--- src/rtl/dctl_pkg.sv ---
package dctl_pkg;

    typedef enum logic [2:0] {
        ST_IDLE,
        ST_PRE,
        ST_ACT,
        ST_COL,
        ST_RDWAIT,
        ST_RACT,
        ST_RPRE
    } dctl_state_e;

    typedef enum logic {
        CAUSE_ACCESS,
        CAUSE_REFRESH
    } pre_cause_e;

    function automatic int dctl_max(input int a, input int b);
        return (a > b) ? a : b;
    endfunction

endpackage

--- src/rtl/dctl_ref_timer.sv ---
module dctl_ref_timer #(
    parameter int INTERVAL = 100,
    parameter int ROW_W    = 4
) (
    input  logic             clk,
    input  logic             rst,
    input  logic             ack,
    output logic             pending,
    output logic [ROW_W-1:0] next_row
);
    localparam int TICK_W = $clog2(INTERVAL + 1);

    logic [TICK_W-1:0] tick;

    always_ff @(posedge clk) begin
        if (rst) begin
            tick     <= '0;
            pending  <= 1'b0;
            next_row <= '0;
        end else begin
            if (ack) begin
                pending  <= 1'b0;
                next_row <= next_row + 1'b1;
            end
            if (tick == TICK_W'(INTERVAL - 1)) begin
                tick    <= '0;
                pending <= 1'b1;
            end else begin
                tick <= tick + 1'b1;
            end
        end
    end

endmodule

--- src/rtl/dctl_page_track.sv ---
module dctl_page_track #(
    parameter int ROW_W = 4
) (
    input  logic             clk,
    input  logic             rst,
    input  logic             open_set,
    input  logic             close,
    input  logic [ROW_W-1:0] set_row,
    input  logic [ROW_W-1:0] req_row,
    output logic             is_open,
    output logic             hit
);
    logic [ROW_W-1:0] held_row;

    always_ff @(posedge clk) begin
        if (rst) begin
            is_open  <= 1'b0;
            held_row <= '0;
        end else if (close) begin
            is_open <= 1'b0;
        end else if (open_set) begin
            is_open  <= 1'b1;
            held_row <= set_row;
        end
    end

    assign hit = is_open && (held_row == req_row);

endmodule

--- src/rtl/dctl_seq.sv ---
module dctl_seq
    import dctl_pkg::*;
#(
    parameter int ROW_W  = 4,
    parameter int COL_W  = 4,
    parameter int DATA_W = 16,
    parameter int T_RP   = 3,
    parameter int T_RCD  = 3,
    parameter int T_CL   = 2,
    parameter int T_RAS  = 4
) (
    input  logic                                clk,
    input  logic                                rst,
    input  logic                                req_valid,
    input  logic                                req_write,
    input  logic [ROW_W-1:0]                    req_row,
    input  logic [COL_W-1:0]                    req_col,
    input  logic [DATA_W-1:0]                   req_wdata,
    input  logic                                is_open,
    input  logic                                hit,
    input  logic                                ref_pend,
    input  logic [ROW_W-1:0]                    ref_row,
    output logic                                ref_ack,
    output logic                                open_set,
    output logic                                close,
    output logic [ROW_W-1:0]                    cur_row,
    output logic                                req_ready,
    output logic [DATA_W-1:0]                   req_rdata,
    output logic [dctl_max(ROW_W,COL_W)-1:0]    mem_addr,
    output logic                                mem_ras,
    output logic                                mem_cas,
    output logic                                mem_we,
    output logic [DATA_W-1:0]                   mem_din,
    input  logic [DATA_W-1:0]                   mem_dout
);
    localparam int MA_W  = dctl_max(ROW_W, COL_W);
    localparam int LONG  = dctl_max(dctl_max(T_RP, T_RCD), dctl_max(T_CL, T_RAS));
    localparam int CNT_W = $clog2(LONG + 1);

    typedef struct packed {
        logic              wr;
        logic [ROW_W-1:0]  row;
        logic [COL_W-1:0]  col;
        logic [DATA_W-1:0] wdata;
    } access_t;

    dctl_state_e       st;
    pre_cause_e        cause;
    access_t           cur;
    logic [CNT_W-1:0]  cnt;

    assign ref_ack = (st == ST_RPRE) && (cnt == '0);
    assign cur_row = cur.row;

    always_ff @(posedge clk) begin
        if (rst) begin
            st        <= ST_IDLE;
            cause     <= CAUSE_ACCESS;
            cur       <= '0;
            cnt       <= '0;
            mem_ras   <= 1'b0;
            mem_cas   <= 1'b0;
            mem_we    <= 1'b0;
            mem_addr  <= '0;
            mem_din   <= '0;
            req_ready <= 1'b0;
            req_rdata <= '0;
            open_set  <= 1'b0;
            close     <= 1'b0;
        end else begin
            req_ready <= 1'b0;
            mem_cas   <= 1'b0;
            mem_we    <= 1'b0;
            open_set  <= 1'b0;
            close     <= 1'b0;
            unique case (st)
                ST_IDLE: begin
                    if (ref_pend) begin
                        if (is_open) begin
                            mem_ras <= 1'b0;
                            close   <= 1'b1;
                            cause   <= CAUSE_REFRESH;
                            cnt     <= CNT_W'(T_RP - 1);
                            st      <= ST_PRE;
                        end else begin
                            mem_ras  <= 1'b1;
                            mem_addr <= MA_W'(ref_row);
                            cnt      <= CNT_W'(T_RAS - 1);
                            st       <= ST_RACT;
                        end
                    end else if (req_valid) begin
                        cur <= '{wr: req_write, row: req_row, col: req_col, wdata: req_wdata};
                        if (hit) begin
                            mem_cas  <= 1'b1;
                            mem_we   <= req_write;
                            mem_addr <= MA_W'(req_col);
                            mem_din  <= req_wdata;
                            st       <= ST_COL;
                        end else if (is_open) begin
                            mem_ras <= 1'b0;
                            close   <= 1'b1;
                            cause   <= CAUSE_ACCESS;
                            cnt     <= CNT_W'(T_RP - 1);
                            st      <= ST_PRE;
                        end else begin
                            mem_ras  <= 1'b1;
                            mem_addr <= MA_W'(req_row);
                            open_set <= 1'b1;
                            cnt      <= CNT_W'(T_RCD - 1);
                            st       <= ST_ACT;
                        end
                    end
                end
                ST_PRE: begin
                    if (cnt != '0) begin
                        cnt <= cnt - 1'b1;
                    end else if (cause == CAUSE_REFRESH) begin
                        mem_ras  <= 1'b1;
                        mem_addr <= MA_W'(ref_row);
                        cnt      <= CNT_W'(T_RAS - 1);
                        st       <= ST_RACT;
                    end else begin
                        mem_ras  <= 1'b1;
                        mem_addr <= MA_W'(cur.row);
                        open_set <= 1'b1;
                        cnt      <= CNT_W'(T_RCD - 1);
                        st       <= ST_ACT;
                    end
                end
                ST_ACT: begin
                    if (cnt != '0) begin
                        cnt <= cnt - 1'b1;
                    end else begin
                        mem_cas  <= 1'b1;
                        mem_we   <= cur.wr;
                        mem_addr <= MA_W'(cur.col);
                        mem_din  <= cur.wdata;
                        st       <= ST_COL;
                    end
                end
                ST_COL: begin
                    if (cur.wr) begin
                        req_ready <= 1'b1;
                        st        <= ST_IDLE;
                    end else begin
                        cnt <= CNT_W'(T_CL - 1);
                        st  <= ST_RDWAIT;
                    end
                end
                ST_RDWAIT: begin
                    if (cnt != '0) begin
                        cnt <= cnt - 1'b1;
                    end else begin
                        req_rdata <= mem_dout;
                        req_ready <= 1'b1;
                        st        <= ST_IDLE;
                    end
                end
                ST_RACT: begin
                    if (cnt != '0) begin
                        cnt <= cnt - 1'b1;
                    end else begin
                        mem_ras <= 1'b0;
                        cnt     <= CNT_W'(T_RP - 1);
                        st      <= ST_RPRE;
                    end
                end
                ST_RPRE: begin
                    if (cnt != '0) begin
                        cnt <= cnt - 1'b1;
                    end else begin
                        st <= ST_IDLE;
                    end
                end
                default: st <= ST_IDLE;
            endcase
        end
    end

endmodule

--- src/rtl/pagedram_ctrl.sv ---
module pagedram_ctrl
    import dctl_pkg::*;
#(
    parameter int ROW_W      = 10,
    parameter int COL_W      = 8,
    parameter int DATA_W     = 16,
    parameter int T_RP       = 3,
    parameter int T_RCD      = 3,
    parameter int T_CL       = 2,
    parameter int T_RAS      = 4,
    parameter int RETAIN_CYC = 400000
) (
    input  logic                             clk,
    input  logic                             rst,
    input  logic                             req_valid,
    input  logic                             req_write,
    input  logic [ROW_W+COL_W-1:0]           req_addr,
    input  logic [DATA_W-1:0]                req_wdata,
    output logic                             req_ready,
    output logic [DATA_W-1:0]                req_rdata,
    output logic [dctl_max(ROW_W,COL_W)-1:0] mem_addr,
    output logic                             mem_ras,
    output logic                             mem_cas,
    output logic                             mem_we,
    output logic [DATA_W-1:0]                mem_din,
    input  logic [DATA_W-1:0]                mem_dout
);
    localparam int ROWS     = 1 << ROW_W;
    localparam int INTERVAL = RETAIN_CYC / (2 * ROWS);
    localparam int ADDR_W   = ROW_W + COL_W;

    logic [ROW_W-1:0] req_row;
    logic [COL_W-1:0] req_col;
    logic             ref_pend;
    logic             ref_ack;
    logic [ROW_W-1:0] ref_row;
    logic             is_open;
    logic             hit;
    logic             open_set;
    logic             close;
    logic [ROW_W-1:0] cur_row;

    assign req_row = req_addr[ADDR_W-1:COL_W];
    assign req_col = req_addr[COL_W-1:0];

    dctl_ref_timer #(.INTERVAL(INTERVAL), .ROW_W(ROW_W)) u_timer (
        .clk(clk), .rst(rst), .ack(ref_ack),
        .pending(ref_pend), .next_row(ref_row)
    );

    dctl_page_track #(.ROW_W(ROW_W)) u_page (
        .clk(clk), .rst(rst), .open_set(open_set), .close(close),
        .set_row(cur_row), .req_row(req_row),
        .is_open(is_open), .hit(hit)
    );

    dctl_seq #(
        .ROW_W(ROW_W), .COL_W(COL_W), .DATA_W(DATA_W),
        .T_RP(T_RP), .T_RCD(T_RCD), .T_CL(T_CL), .T_RAS(T_RAS)
    ) u_seq (
        .clk(clk), .rst(rst),
        .req_valid(req_valid), .req_write(req_write),
        .req_row(req_row), .req_col(req_col), .req_wdata(req_wdata),
        .is_open(is_open), .hit(hit),
        .ref_pend(ref_pend), .ref_row(ref_row), .ref_ack(ref_ack),
        .open_set(open_set), .close(close), .cur_row(cur_row),
        .req_ready(req_ready), .req_rdata(req_rdata),
        .mem_addr(mem_addr), .mem_ras(mem_ras), .mem_cas(mem_cas),
        .mem_we(mem_we), .mem_din(mem_din), .mem_dout(mem_dout)
    );

endmodule

--- config.mk ---
export PLATFORM = sky130hd
export DESIGN_NAME = pagedram_ctrl
export DESIGN_NICKNAME = d
export VERILOG_FILES = /design/src/rtl/dctl_pkg.sv /design/src/rtl/dctl_ref_timer.sv /design/src/rtl/dctl_page_track.sv /design/src/rtl/dctl_seq.sv /design/src/rtl/pagedram_ctrl.sv
export SDC_FILE = /design/constraint.sdc
export NUM_CORES = 1
export LEC_CHECK = 0
export BUFFER_PORTS_ARGS = -buffer_cell sky130_fd_sc_hd__buf_4
export CAP_MARGIN = 20
export CORE_MARGIN = 3
export CORE_UTILIZATION = 25
export DETAILED_ROUTE_END_ITERATION = 8
export PLACE_DENSITY = 0.39
export SYNTH_ARGS = -nofsm -noshare
export SYNTH_HDL_FRONTEND = slang
export SYNTH_HIERARCHICAL = 1
export SYNTH_SLANG_ARGS = --single-unit
--- constraint.sdc ---
create_clock -name clk -period 2.19 [get_ports clk]
set_input_delay 0.1095 -clock clk [delete_from_list [all_inputs] [get_ports clk]]
set_output_delay 0.1095 -clock clk [all_outputs]
set_load 0.005 [all_outputs]
# Word level (Yosys, flattened, before mapping)
# Index checks and enable logic that the tools add are counted.
# Widths: inputs -> output; s select.
# totals
regBits,120
output_inout_bits,46
elab_cells,147
input_bits,54
# classes
reduce_logical,25
bitwise_logic,4
n_eq_ne,22
n_addsub,3
n_mux,72
# ops
op,count
$mux 10,8
$mux 16,4
$mux 3,17
$mux 1,33
$pmux 16 s2,1
$pmux 10 s3,1
$reduce_and 5->1,4
$pmux 3 s6,1
$ne 2x2->1 const B,8
$pmux 3 s5,1
$ne 3x3->1 const B,4
$add 10x1->10 const B,1
$eq 10x10->1,1
$eq 3x3->1 const B,3
$reduce_bool 3->1,3
$add 8x1->8 const B,1
$eq 8x8->1 const B,1
$pmux 1 s2,4
$reduce_or 2->1,4
$eq 3x2->1 const B,2
$logic_not 3->1,2
$reduce_and 6->1,1
$reduce_bool 2->1,3
$reduce_bool 5->1,1
11 further kinds,17

# Logic depth before layout (Yosys ltp)
# Gate-level depths: netlist of the first run.
# depth
ltp_word,6
depth_mapped,10
mapped_depth_nobuf,8

# Modules after synthesis
# Netlist of the first run, hierarchy kept.
# modules_own_cells
mod,area_per_inst_um2,n_inst,seq_area_each_um2,cells_each
dctl_seq,4270.3,1,1801.7,528
dctl_ref_timer,857.1,1,380.4,94
dctl_page_track,495.5,1,220.2,62

# Worst setup path after synthesis of the first run
# OpenSTA, ideal clock, no wires.
# synth_path
path_kind,reg2reg
start,reg u_seq.cnt[0]
end,reg u_timer.next_row[9]
path_stages_with_launch,11
n_path_buf,2
synth_period_minus_slack_ns,1.967
arrival_ns,1.847
setup_slack_ns,0.223
required_ns,2.069
setup_time_ns,0.121
cell_sequence,dfxtp_1 -> inv_1 -> ha_1 -> nor2b_1 -> buf_2 -> nand2_2 -> nor2_1 -> buf_4 -> nand4_4 -> nor4_1 -> mux2_2
# synth_between
elab_chain_cells,2
# synth_rtl
element,line,text
start: declaration,dctl_seq.sv:50,logic [CNT_W-1:0] cnt;
start signal: assignment,dctl_seq.sv:83,cnt <= CNT_W'(T_RP - 1);
start signal: assignment,dctl_seq.sv:88,cnt <= CNT_W'(T_RAS - 1);
start signal: assignment,dctl_seq.sv:103,cnt <= CNT_W'(T_RP - 1);
$logic_not 3->1,dctl_seq.sv:52,assign ref_ack = (st == ST_RPRE) && (cnt == '0);
$logic_and 1x1->1,dctl_seq.sv:52,
named net ref_ack,pagedram_ctrl.sv:35,logic ref_ack;
end signal: assignment,dctl_ref_timer.sv:23,next_row <= next_row + 1'b1;
end: declaration,dctl_ref_timer.sv:9,output logic [ROW_W-1:0] next_row
# The timed path passes the listed nets, and every way through them passes these cells.
# A chain may end at the register's enable or synchronous reset.

# Worst setup path in the final report of the first run
# layout_path
start,in req_addr[10]
end,reg u_seq.cnt[2]
# layout_between
elab_chain_cells,4
# layout_rtl
element,line,text
start: declaration,pagedram_ctrl.sv:17,"input logic [ROW_W+COL_W-1:0] req_addr,"
$eq 10x10->1,dctl_page_track.sv:27,assign hit = is_open && (held_row == req_row);
$logic_and 1x1->1,dctl_page_track.sv:27,
named net hit,pagedram_ctrl.sv:38,logic hit;
$ne 3x3->1 (no line),--,
$reduce_and 5->1 (no line),--,
# The timed path passes the listed nets, and every way through them passes these cells.

==> results.py, run 1 <==
metrics = {
    "outcome": {
        "status": "completed",
    },
    "setup_path": {
        "startpoint_type": "input pin",
        "crit_arrival_ns": 2.34,
        "worstReg2RegEnd": "u_timer/next_row[9]",
        "ff2ff_path_depth": 9,
        "max_stage_delay_ns": 0.56,
        "critPathKind": "input pin to register",
        "crit_top_cell": "buf_4",
        "path_buf_inv": 3,
        "reg2reg_slack_ns": 0.18,
        "path_cells": "dlygate4sd3_1 -> buf_4 -> xnor2_1 -> nand4_1 -> nor3_2 -> buf_4 -> nor2b_1 -> o21ai_0 -> o211ai_2 -> a21oi_1 -> a211oi_1",
        "crit_slowest_cell": "dlygate4sd3_1",
        "cp_max_fo": 8,
        "cp-end-kind": "register",
        "r2r_start": "u_seq/cnt[0]",
        "critPathTopFamily": "buffers and inverters",
        "crit_required_ns": 2.47,
    },
    "routing": {
        "wl_um": 16600,
        "routed-via-count": 5162,
        "routedWlPerCell_um": 15.0,
        "drt-initial-drc-count": 197,
        "drc": 0,
        "drtPass1Iterations": 4,
        "ant_nets": 0,
        "via_per_inst": 4.65,
    },
    "yosys": {
        "synth_fp_nets": 743,
        "synth_top_area_share_pct": 42.7,
        "yosysMostFrequentCell": "nand2_1",
        "synth_area_leaders": "dfxtp_1 43%, nand2_1 9.9%, a21oi_1 8.3%",
        "yosysSeqAreaShare_pct": 42.7,
        "synth-async-reset-ratio_pct": 0,
        "syn_area_um2": 5620,
        "synth_common_cells": "149 x nand2_1, 120 x dfxtp_1, 93 x a21oi_1",
        "ys_warn_count": 6,
        "synth_top_cell_by_area": "dfxtp_1",
        "synth_cell_type_count": 67,
        "syn-instance-count": 684,
        "synth_edf_count": 0,
        "synth_seq_cells": 120,
        "synth_ff_type": "dfxtp_1",
        "synth_area_per_cell_um2": 8.22,
    },
    "timing": {
        "fin_skew_ns": 0.00764,
        "fin_crit_sh_pct": 94.2,
        "rsz0062_at_grt": "no",
        "finalSetupViolCount": 0,
        "finalHoldViolCount": 0,
        "worstMarginPinSlew_ns": 0.637,
        "fmax_ghz": 0.485,
        "tns_ns": 0,
        "slew_viol_final": 0,
        "fin_crit_ns": 2.06,
        "slew_headroom_pct": 57.5,
        "hold_slack_ns": 0.183,
    },
    "grt": {
        "grt_pass1_wl_um": 26700,
        "grt_pass1_vias": 5137,
        "track_usage_pct": 13.7,
        "grt.overflow.total": 0,
        "grt_max_degree": 58,
        "antenna_found_initial": 0,
    },
    "clocking": {
        "postCtsSetupBuffers": 0,
        "clock_latency_ns": 0.42,
        "cts_tree": "yes",
        "clk_path_buf_depth": 2,
        "clkTransAtPathRegs_ns": 0.06,
        "cts-root-buf": "clkbuf_16",
        "h-tree-depth": 4,
        "cts.sinks": 120,
        "cts_buffers": 17,
    },
    "layout": {
        "areaGrowthSynthToFinish_pct": 36.3,
        "nets": 877,
        "final_cell_area_um2": 7670,
        "fin_cells": 1110,
        "drive_above_1_share_pct": 21.0,
        "num_antenna_cells": 0,
    },
    "die": {
        "initial_core_util_pct": 25.6,
        "dieArea_um2": 24300,
        "die_x_um": 156,
        "core_area_um2": 22000,
        "num_io_pins": 100,
        "die_h_um": 156,
        "num_rows": 54,
    },
    "pwr": {
        "power_mw": 8.89,
        "leakage_nw": 2.93,
        "powerDensity_nw_per_um2": 1160,
        "ir_drop_v": 0.000519,
    },
    "worst_hold_path": {
        "min-delay-start": "req_valid",
        "hp-class": "input pin to register",
        "min_to": "u_seq/close",
        "hold_depth": 4,
    },
    "place": {
        "port_buffers": 99,
        "routabilityCongestion": 0.828,
        "dp_cells": 1028,
        "dpl-instance-area_um2": 6570,
        "hpwl_um": 11500,
    },
    "flow_run": {
        "drv_cap": 0,
    },
}
-- kinds of logic after synthesis --
logic type	count (synthesis)	synth area share (%)
flops	120	42.7
buf+inv	68	7.14
xor+xnor	17	2.65
fa+ha+maj	5	1.11
compound gates	180	19.9
mux	29	5.18
simple gates	265	21.3
-- how the worst max path moves through the flow --
stage / end / slack [ns] / cells past startpoint / from
detailed placement: u_timer/next_row[9] / 0.12 / 9 / u_seq/cnt[0]
global route: u_seq/mem_din[6] / 0.007 / 11 / req_addr[10]
global placement: u_timer/next_row[9] / 0.20 / 9 / u_seq/cnt[0]
CTS: u_seq/mem_addr[6] / 0.06 / 11 / req_addr[15]
floorplan: u_timer/next_row[9] / 0.22 / 10 / u_seq/cnt[0]
finish: u_seq/cnt[2] / 0.13 / 11 / req_addr[10]
-- final cells by class --
cell class | count | area, um^2
sequential | 120 | 2400
fill | 2289 | 14300
tap | 280 | 350
multi-input combinational | 496 | 2840
clock inverter | 14 | 150
timing repair buffer | 173 | 1460
inverter | 10 | 37.5
clock buffer | 17 | 425
-- stage by stage --
step | worst slack (ns) | util [%]
6_report | 0.128 | 34.9
5_1_grt | 0.00659 | 34.9
4_1_cts | 0.0646 | 34.9
3_5_place_dp | 0.121 | 29.9
3_3_place_gp | 0.202 | 29.9
2_1_floorplan | 0.223 | -
-- repair_timing --
action,CTS,global route
setup endpoints to repair,0,11
resized for setup,0,3
hold endpoints to repair,51,0
hold buffers,51,0
-- tightest hold or removal path, stage by stage --
cell and delay, ns:
buf_4 0.12, nor2b_1 0.15, nor2_1 0.10, nor3_1 0.06
-- power breakdown --
part | internal [mW] | switching, mW | leakage [nW] | total, mW
Clock | 1.68 | 1.06 | 0.276 | 2.73
Combinational | 1.42 | 1.79 | 1.68 | 3.21
Sequential | 2.62 | 0.328 | 0.978 | 2.95
-- placed cells by master (no fill, tap or decap), types with 5 or more instances in the layout --
cell type,instances
nor2_1,51
a211oi_1,17
a21oi_1,93
xnor2_1,12
a22o_1,5
clkbuf_16,17
dlygate4sd3_1,51
o21ai_0,23
nand3_1,12
nand2_1,149
a32o_1,5
mux2i_1,28
inv_1,8
ha_1,5
nor2b_1,7
dfxtp_1,120
buf_4,119
xor2_1,5
nand2b_1,9
-- sequential cells by signal, indices dropped and copies added, names as in the netlist, 3 cells and up --
register and count:
u_seq/req_rdata 16, u_page/held_row 10, u_seq/st 3, u_seq/cur 25, u_timer/next_row 10, u_seq/mem_din 16, u_seq/cnt 3, u_seq/cur_row 10
u_seq/mem_addr 10, u_timer/tick 8
-- metal layers --
layer / up-vias / share of wire, % / GRT usage, %
met2: 97 / 48 / 22.6
met5: - / 0 / 0
met4: 0 / 1.3 / 4.08
met1: 2411 / 47 / 18.0
li1: 2635 / - / -
met3: 19 / 4.0 / 3.00
No activity file was read; power rests on OpenSTA's default activity.
==> run 2, diff against run 1 <==
--- a/config.mk
+++ b/config.mk
@@ -7,6 +7,7 @@
 export LEC_CHECK = 0
 export BUFFER_PORTS_ARGS = -buffer_cell sky130_fd_sc_hd__buf_4
 export CAP_MARGIN = 20
+export CORE_ASPECT_RATIO = 0.7
 export CORE_MARGIN = 3
 export CORE_UTILIZATION = 25
 export DETAILED_ROUTE_END_ITERATION = 8
==> results.py, run 2 (synthesized netlist as in run 1, its figures left out) <==
metrics = {
    "timing": {
        "slew_viol_final": 0,
        "tns_ns": 0,
        "rsz0062_at_grt": "no",
        "fin_skew_ns": 0.0140,
        "fin_crit_sh_pct": 95.5,
        "slew_headroom_pct": 57.5,
        "fmax_ghz": 0.478,
        "fin_crit_ns": 2.09,
        "worstMarginPinSlew_ns": 0.636,
        "finalHoldViolCount": 0,
        "finalSetupViolCount": 0,
    },
    "setup_path": {
        "path_cells": "dlygate4sd3_1 -> buf_4 -> xnor2_1 -> nand3_1 -> nor3_2 -> buf_12 -> nand3b_1 -> a21boi_4 -> buf_12 -> nor2_1 -> a211oi_1",
        "cp-end-kind": "register",
        "ff2ff_path_depth": 9,
        "crit_required_ns": 2.51,
        "worstReg2RegEnd": "u_seq/mem_din[13]",
        "crit_arrival_ns": 2.41,
        "crit_top_cell": "buf_12",
        "crit_slowest_cell": "dlygate4sd3_1",
        "max_stage_delay_ns": 0.54,
        "r2r_start": "u_page/held_row[9]",
        "path_buf_inv": 4,
        "startpoint_type": "input pin",
        "reg2reg_slack_ns": 0.15,
        "critPathTopFamily": "buffers and inverters",
        "cp_max_fo": 16,
        "critPathKind": "input pin to register",
    },
    "routing": {
        "drt-initial-drc-count": 375,
        "routedWlPerCell_um": 15.4,
        "drc": 0,
        "ant_nets": 0,
        "via_per_inst": 4.76,
        "wl_um": 17200,
        "routed-via-count": 5329,
        "drtPass1Iterations": 5,
    },
    "layout": {
        "nFillCells": 2235,
        "reg_top3": "u_seq/cur (25), u_seq/mem_din (16), u_seq/req_rdata (16)",
        "areaGrowthSynthToFinish_pct": 37.7,
        "regMostFlops": "u_seq/cur",
        "nets": 884,
        "largest_reg_flops": 25,
        "final_common_cell": "nand2_1",
        "num_antenna_cells": 0,
        "layout_common_cells": "149 x nand2_1, 125 x buf_4, 120 x dfxtp_1",
        "drive_above_1_share_pct": 21.5,
    },
    "grt": {
        "grt_pass1_wl_um": 27200,
        "gr-usage-met1_pct": 21.0,
        "met3_usage_pct": 4.01,
        "met2_usage_pct": 19.5,
        "busiest_layer": "met1",
        "grt.overflow.total": 0,
        "grt_max_degree": 38,
        "grt_pass1_vias": 5115,
        "track_usage_pct": 14.1,
        "antenna_found_initial": 0,
    },
    "pwr": {
        "ir_drop_v": 0.000674,
        "power_mw": 9.03,
        "leakage_nw": 2.97,
        "powerDensity_nw_per_um2": 1170,
    },
    "die": {
        "dieArea_um2": 24400,
        "core_area_um2": 21900,
        "die_h_um": 131,
        "initial_core_util_pct": 25.7,
        "die_x_um": 185,
        "num_rows": 45,
        "num_io_pins": 100,
    },
    "worst_hold_path": {
        "hp-class": "input pin to register",
        "hold_depth": 2,
        "min-delay-start": "rst",
        "min_to": "u_seq/mem_ras",
    },
    "clocking": {
        "clock_latency_ns": 0.42,
        "clk_path_buf_depth": 2,
        "cts_tree": "yes",
        "cts_buffers": 17,
        "cts.sinks": 120,
        "clkTransAtPathRegs_ns": 0.06,
        "h-tree-depth": 4,
        "cts-root-buf": "clkbuf_16",
    },
    "place": {
        "port_buffers": 99,
        "routabilityCongestion": 0.803,
        "hpwl_um": 12200,
    },
    "outcome": {
        "status": "completed",
    },
    "flow_run": {
        "drv_cap": 0,
    },
}
==> run 2: where the power goes <==
part / switching (mW) / internal (mW)
Clock: 1.05 / 1.69
Sequential: 0.319 / 2.62
Combinational: 1.82 / 1.52
Total: 3.19 / 5.84
==> run 2: worst max path at each step <==
| stage | start | endpoint | slack, ns | cells after the start |
|---|---|---|---|---|
| final | req_addr[17] | u_seq/mem_din[13] | 0.1 | 11 |
| after global routing | req_addr[16] | u_seq/mem_din[5] | 0.01 | 11 |
| after CTS | req_addr[17] | u_seq/mem_addr[3] | 0.1 | 11 |
| after detailed placement | u_page/held_row[9] | u_seq/mem_addr[3] | 0.14 | 9 |
| after global placement | u_page/held_row[9] | u_seq/mem_addr[3] | 0.19 | 9 |
| after floorplan | u_seq/cnt[0] | u_timer/next_row[9] | 0.22 | 10 |
==> run 2: cell type report <==
type                       instances  area (um^2)  area share, %
clock buffer                      19          443           5.72
inverter                          10         37.5          0.485
multi-input combinational        496         2840           36.7
clock inverter                    12          129           1.67
timing repair buffer             180         1530           19.8
tap                              282          353           4.56
sequential                       120         2400           31.0
==> run 2: worst register-to-register path, delay by kind of cell, from the launching register on <==
family	cells	cell delay, ns
flip-flops	1	0.31
AO/OA/AOI/OAI	2	0.44
XOR/XNOR	1	0.18
buffers and inverters	2	0.37
AND/OR/NAND/NOR	4	0.64
==> run 2: metrics by stage <==
stage | utilization (%) | hold WS (ns) | area, um^2 | setup slack [ns] | std cells
2_1_floorplan | - | 0.186 | 5620 | 0.223 | 684
3_3_place_gp | 30.2 | 0.358 | 6610 | 0.193 | 1035
3_5_place_dp | 30.2 | 0.369 | 6610 | 0.144 | 1035
4_1_cts | 35.1 | 0.115 | 7690 | 0.0996 | 1117
5_1_grt | 35.3 | 0.138 | 7740 | 0.0115 | 1119
6_report | 35.3 | 0.120 | 7740 | 0.0988 | 1119
==> run 2: what timing repair did <==
item,4_1_cts,5_1_grt
buffers inserted,0,1
gates resized for setup,0,4
endpoints found under the setup margin,0,6
endpoints found under the hold margin,51,0
hold buffers,51,0
==> run 2: layer usage <==
metal	wire length, um	up-vias
met4	197	0
met2	7140	126
li1	-	2643
met3	942	15
met1	8960	2545
met5	0	-
==> run 3, diff against run 2 <==
--- a/config.mk
+++ b/config.mk
@@ -11,6 +11,7 @@
 export CORE_MARGIN = 3
 export CORE_UTILIZATION = 25
 export DETAILED_ROUTE_END_ITERATION = 8
+export GPL_TIMING_DRIVEN = 0
 export PLACE_DENSITY = 0.39
 export SYNTH_ARGS = -nofsm -noshare
 export SYNTH_HDL_FRONTEND = slang
==> constraint.sdc (replaced) <==
create_clock -name clk -period 2.19 [get_ports clk]
set_input_delay 0.1095 -clock clk [delete_from_list [all_inputs] [get_ports clk]]
set_output_delay 0.1095 -clock clk [all_outputs]
set_load 0.02 [all_outputs]
==> results.py, run 3 (synthesized netlist as in run 1, its figures left out) <==
metrics = {
    "outcome": {
        "status": "completed",
    },
    "die": {
        "core_area_um2": 21900,
        "initial_core_util_pct": 25.7,
        "die_h_um": 131,
        "dieArea_um2": 24400,
        "num_io_pins": 100,
        "die_x_um": 185,
        "num_rows": 45,
    },
    "grt": {
        "grt.overflow.total": 0,
        "antenna_found_initial": 0,
        "grt_max_degree": 17,
        "track_usage_pct": 15.0,
        "grt_pass1_wl_um": 28700,
        "grt_pass1_vias": 5214,
    },
    "place": {
        "port_buffers": 99,
        "dpl-instance-area_um2": 6720,
        "hpwl_um": 13400,
        "routabilityCongestion": 0.839,
    },
    "layout": {
        "largest_reg_flops": 25,
        "final_cell_area_um2": 7970,
        "areaGrowthSynthToFinish_pct": 41.8,
        "regMostFlops": "u_seq/cur",
        "nets": 920,
        "reg_top3": "u_seq/cur (25), u_seq/mem_din (16), u_seq/req_rdata (16)",
        "drive_above_1_share_pct": 22.6,
        "final_common_cell": "nand2_1",
        "num_antenna_cells": 0,
        "layout_common_cells": "149 x nand2_1, 122 x buf_4, 120 x dfxtp_1",
    },
    "timing": {
        "fin_crit_sh_pct": 96.3,
        "finalHoldViolCount": 0,
        "fin_skew_ns": 0.0123,
        "finalSetupViolCount": 0,
        "fin_crit_ns": 2.11,
        "fmax_ghz": 0.474,
        "slew_headroom_pct": 55.9,
        "rsz0062_at_grt": "no",
        "slew_viol_final": 0,
        "worstMarginPinSlew_ns": 0.662,
    },
    "setup_path": {
        "cp-end-kind": "register",
        "crit_required_ns": 2.52,
        "cp_max_fo": 7,
        "reg2reg_slack_ns": 0.08,
        "worstReg2RegEnd": "u_timer/next_row[7]",
        "r2r_start": "u_seq/cnt[0]",
        "crit_end": "u_timer/next_row[7]",
        "crit_arrival_ns": 2.44,
        "ff2ff_path_depth": 10,
        "critPathKind": "register to register",
        "startpoint_type": "register",
        "crit_start": "u_seq/cnt[0]",
    },
    "flow_run": {
        "drv_cap": 0,
    },
    "pwr": {
        "ir_drop_v": 0.000632,
        "leakage_nw": 3.12,
        "power_mw": 9.69,
        "powerDensity_nw_per_um2": 1220,
    },
    "routing": {
        "wl_um": 18100,
        "routed-via-count": 5337,
        "drt-initial-drc-count": 285,
        "ant_nets": 0,
        "drtPass1Iterations": 5,
        "routedWlPerCell_um": 15.7,
        "via_per_inst": 4.62,
        "drc": 0,
    },
    "clocking": {
        "cts-root-buf": "clkbuf_16",
        "clkTransAtPathRegs_ns": 0.05,
        "cts_buffers": 17,
        "clk_path_buf_depth": 2,
        "cts.sinks": 120,
        "clock_latency_ns": 0.41,
        "cts_tree": "yes",
        "h-tree-depth": 4,
    },
    "worst_hold_path": {
        "hp-class": "input pin to register",
    },
}
[run 3: critical path, cell delays in order (launching register included)]
cell	delay (ns)
dfxtp_1	0.29
inv_1	0.12
ha_1	0.17
nor2b_2	0.15
buf_6	0.13
nand2_2	0.12
nor2_2	0.14
buf_6	0.15
nand4_4	0.12
or3_2	0.48
a21oi_1	0.16
[run 3: per-stage QoR]
step	util (%)	hold WS (ns)	cells	TNS, ns	setup slack [ns]
detailed placement	30.7	0.351	1065	-0.858	-0.155
global placement	30.7	0.358	1065	-0.613	-0.118
CTS	35.9	0.210	1147	0	0.0105
floorplan	-	0.186	684	0	0.223
global route	36.4	0.300	1154	0	0.00578
finish	36.4	0.248	1154	0	0.0803
[run 3: how the worst min path moves through the flow]
stage	startpoint	end	slack [ns]	cells past startpoint
after floorplan	rst	u_page/is_open	0.19	1
after global placement	rst	u_page/is_open	0.36	2
after detailed placement	rst	u_page/is_open	0.35	2
after CTS	req_valid	u_seq/st[2]	0.21	5
after global routing	req_valid	u_seq/close	0.30	4
final	req_valid	u_seq/st[2]	0.25	5
[run 3: per-layer routing]
metal	share of wire, %	track usage [%]	routed length [um]	vias to the layer above
met5	0	0	0	-
met4	0.60	4.00	108	0
met3	5.9	4.15	1060	9
met2	41	20.8	7360	129
met1	53	22.6	9600	2491
li1	-	-	-	2708
[run 3: layout make-up]
class,instances,area (um^2)
plain buffers,58,402
clock buffers,20,447
clock inverters,10,153
fillers,2267,13900
inverters,10,37.5
multi-input cells,496,2860
flip-flops and latches,120,2400
well taps,282,353
repair buffers,158,1320
[run 3: what timing repair did]
| action | 4_1_cts | 5_1_grt |
|---|---|---|
| hold endpoints to repair | 52 | 0 |
| pin swaps | 0 | 2 |
| setup buffers | 0 | 7 |
| endpoints found under the setup margin | 13 | 35 |
| resized for setup | 7 | 13 |
| hold buffers | 52 | 0 |
[run 3: report_power, final]
part / leakage, nW / switching [mW] / internal, mW
clock: 0.295 / 0.997 / 1.91
combinational: 1.85 / 2.22 / 1.65
sequential: 0.978 / 0.292 / 2.62
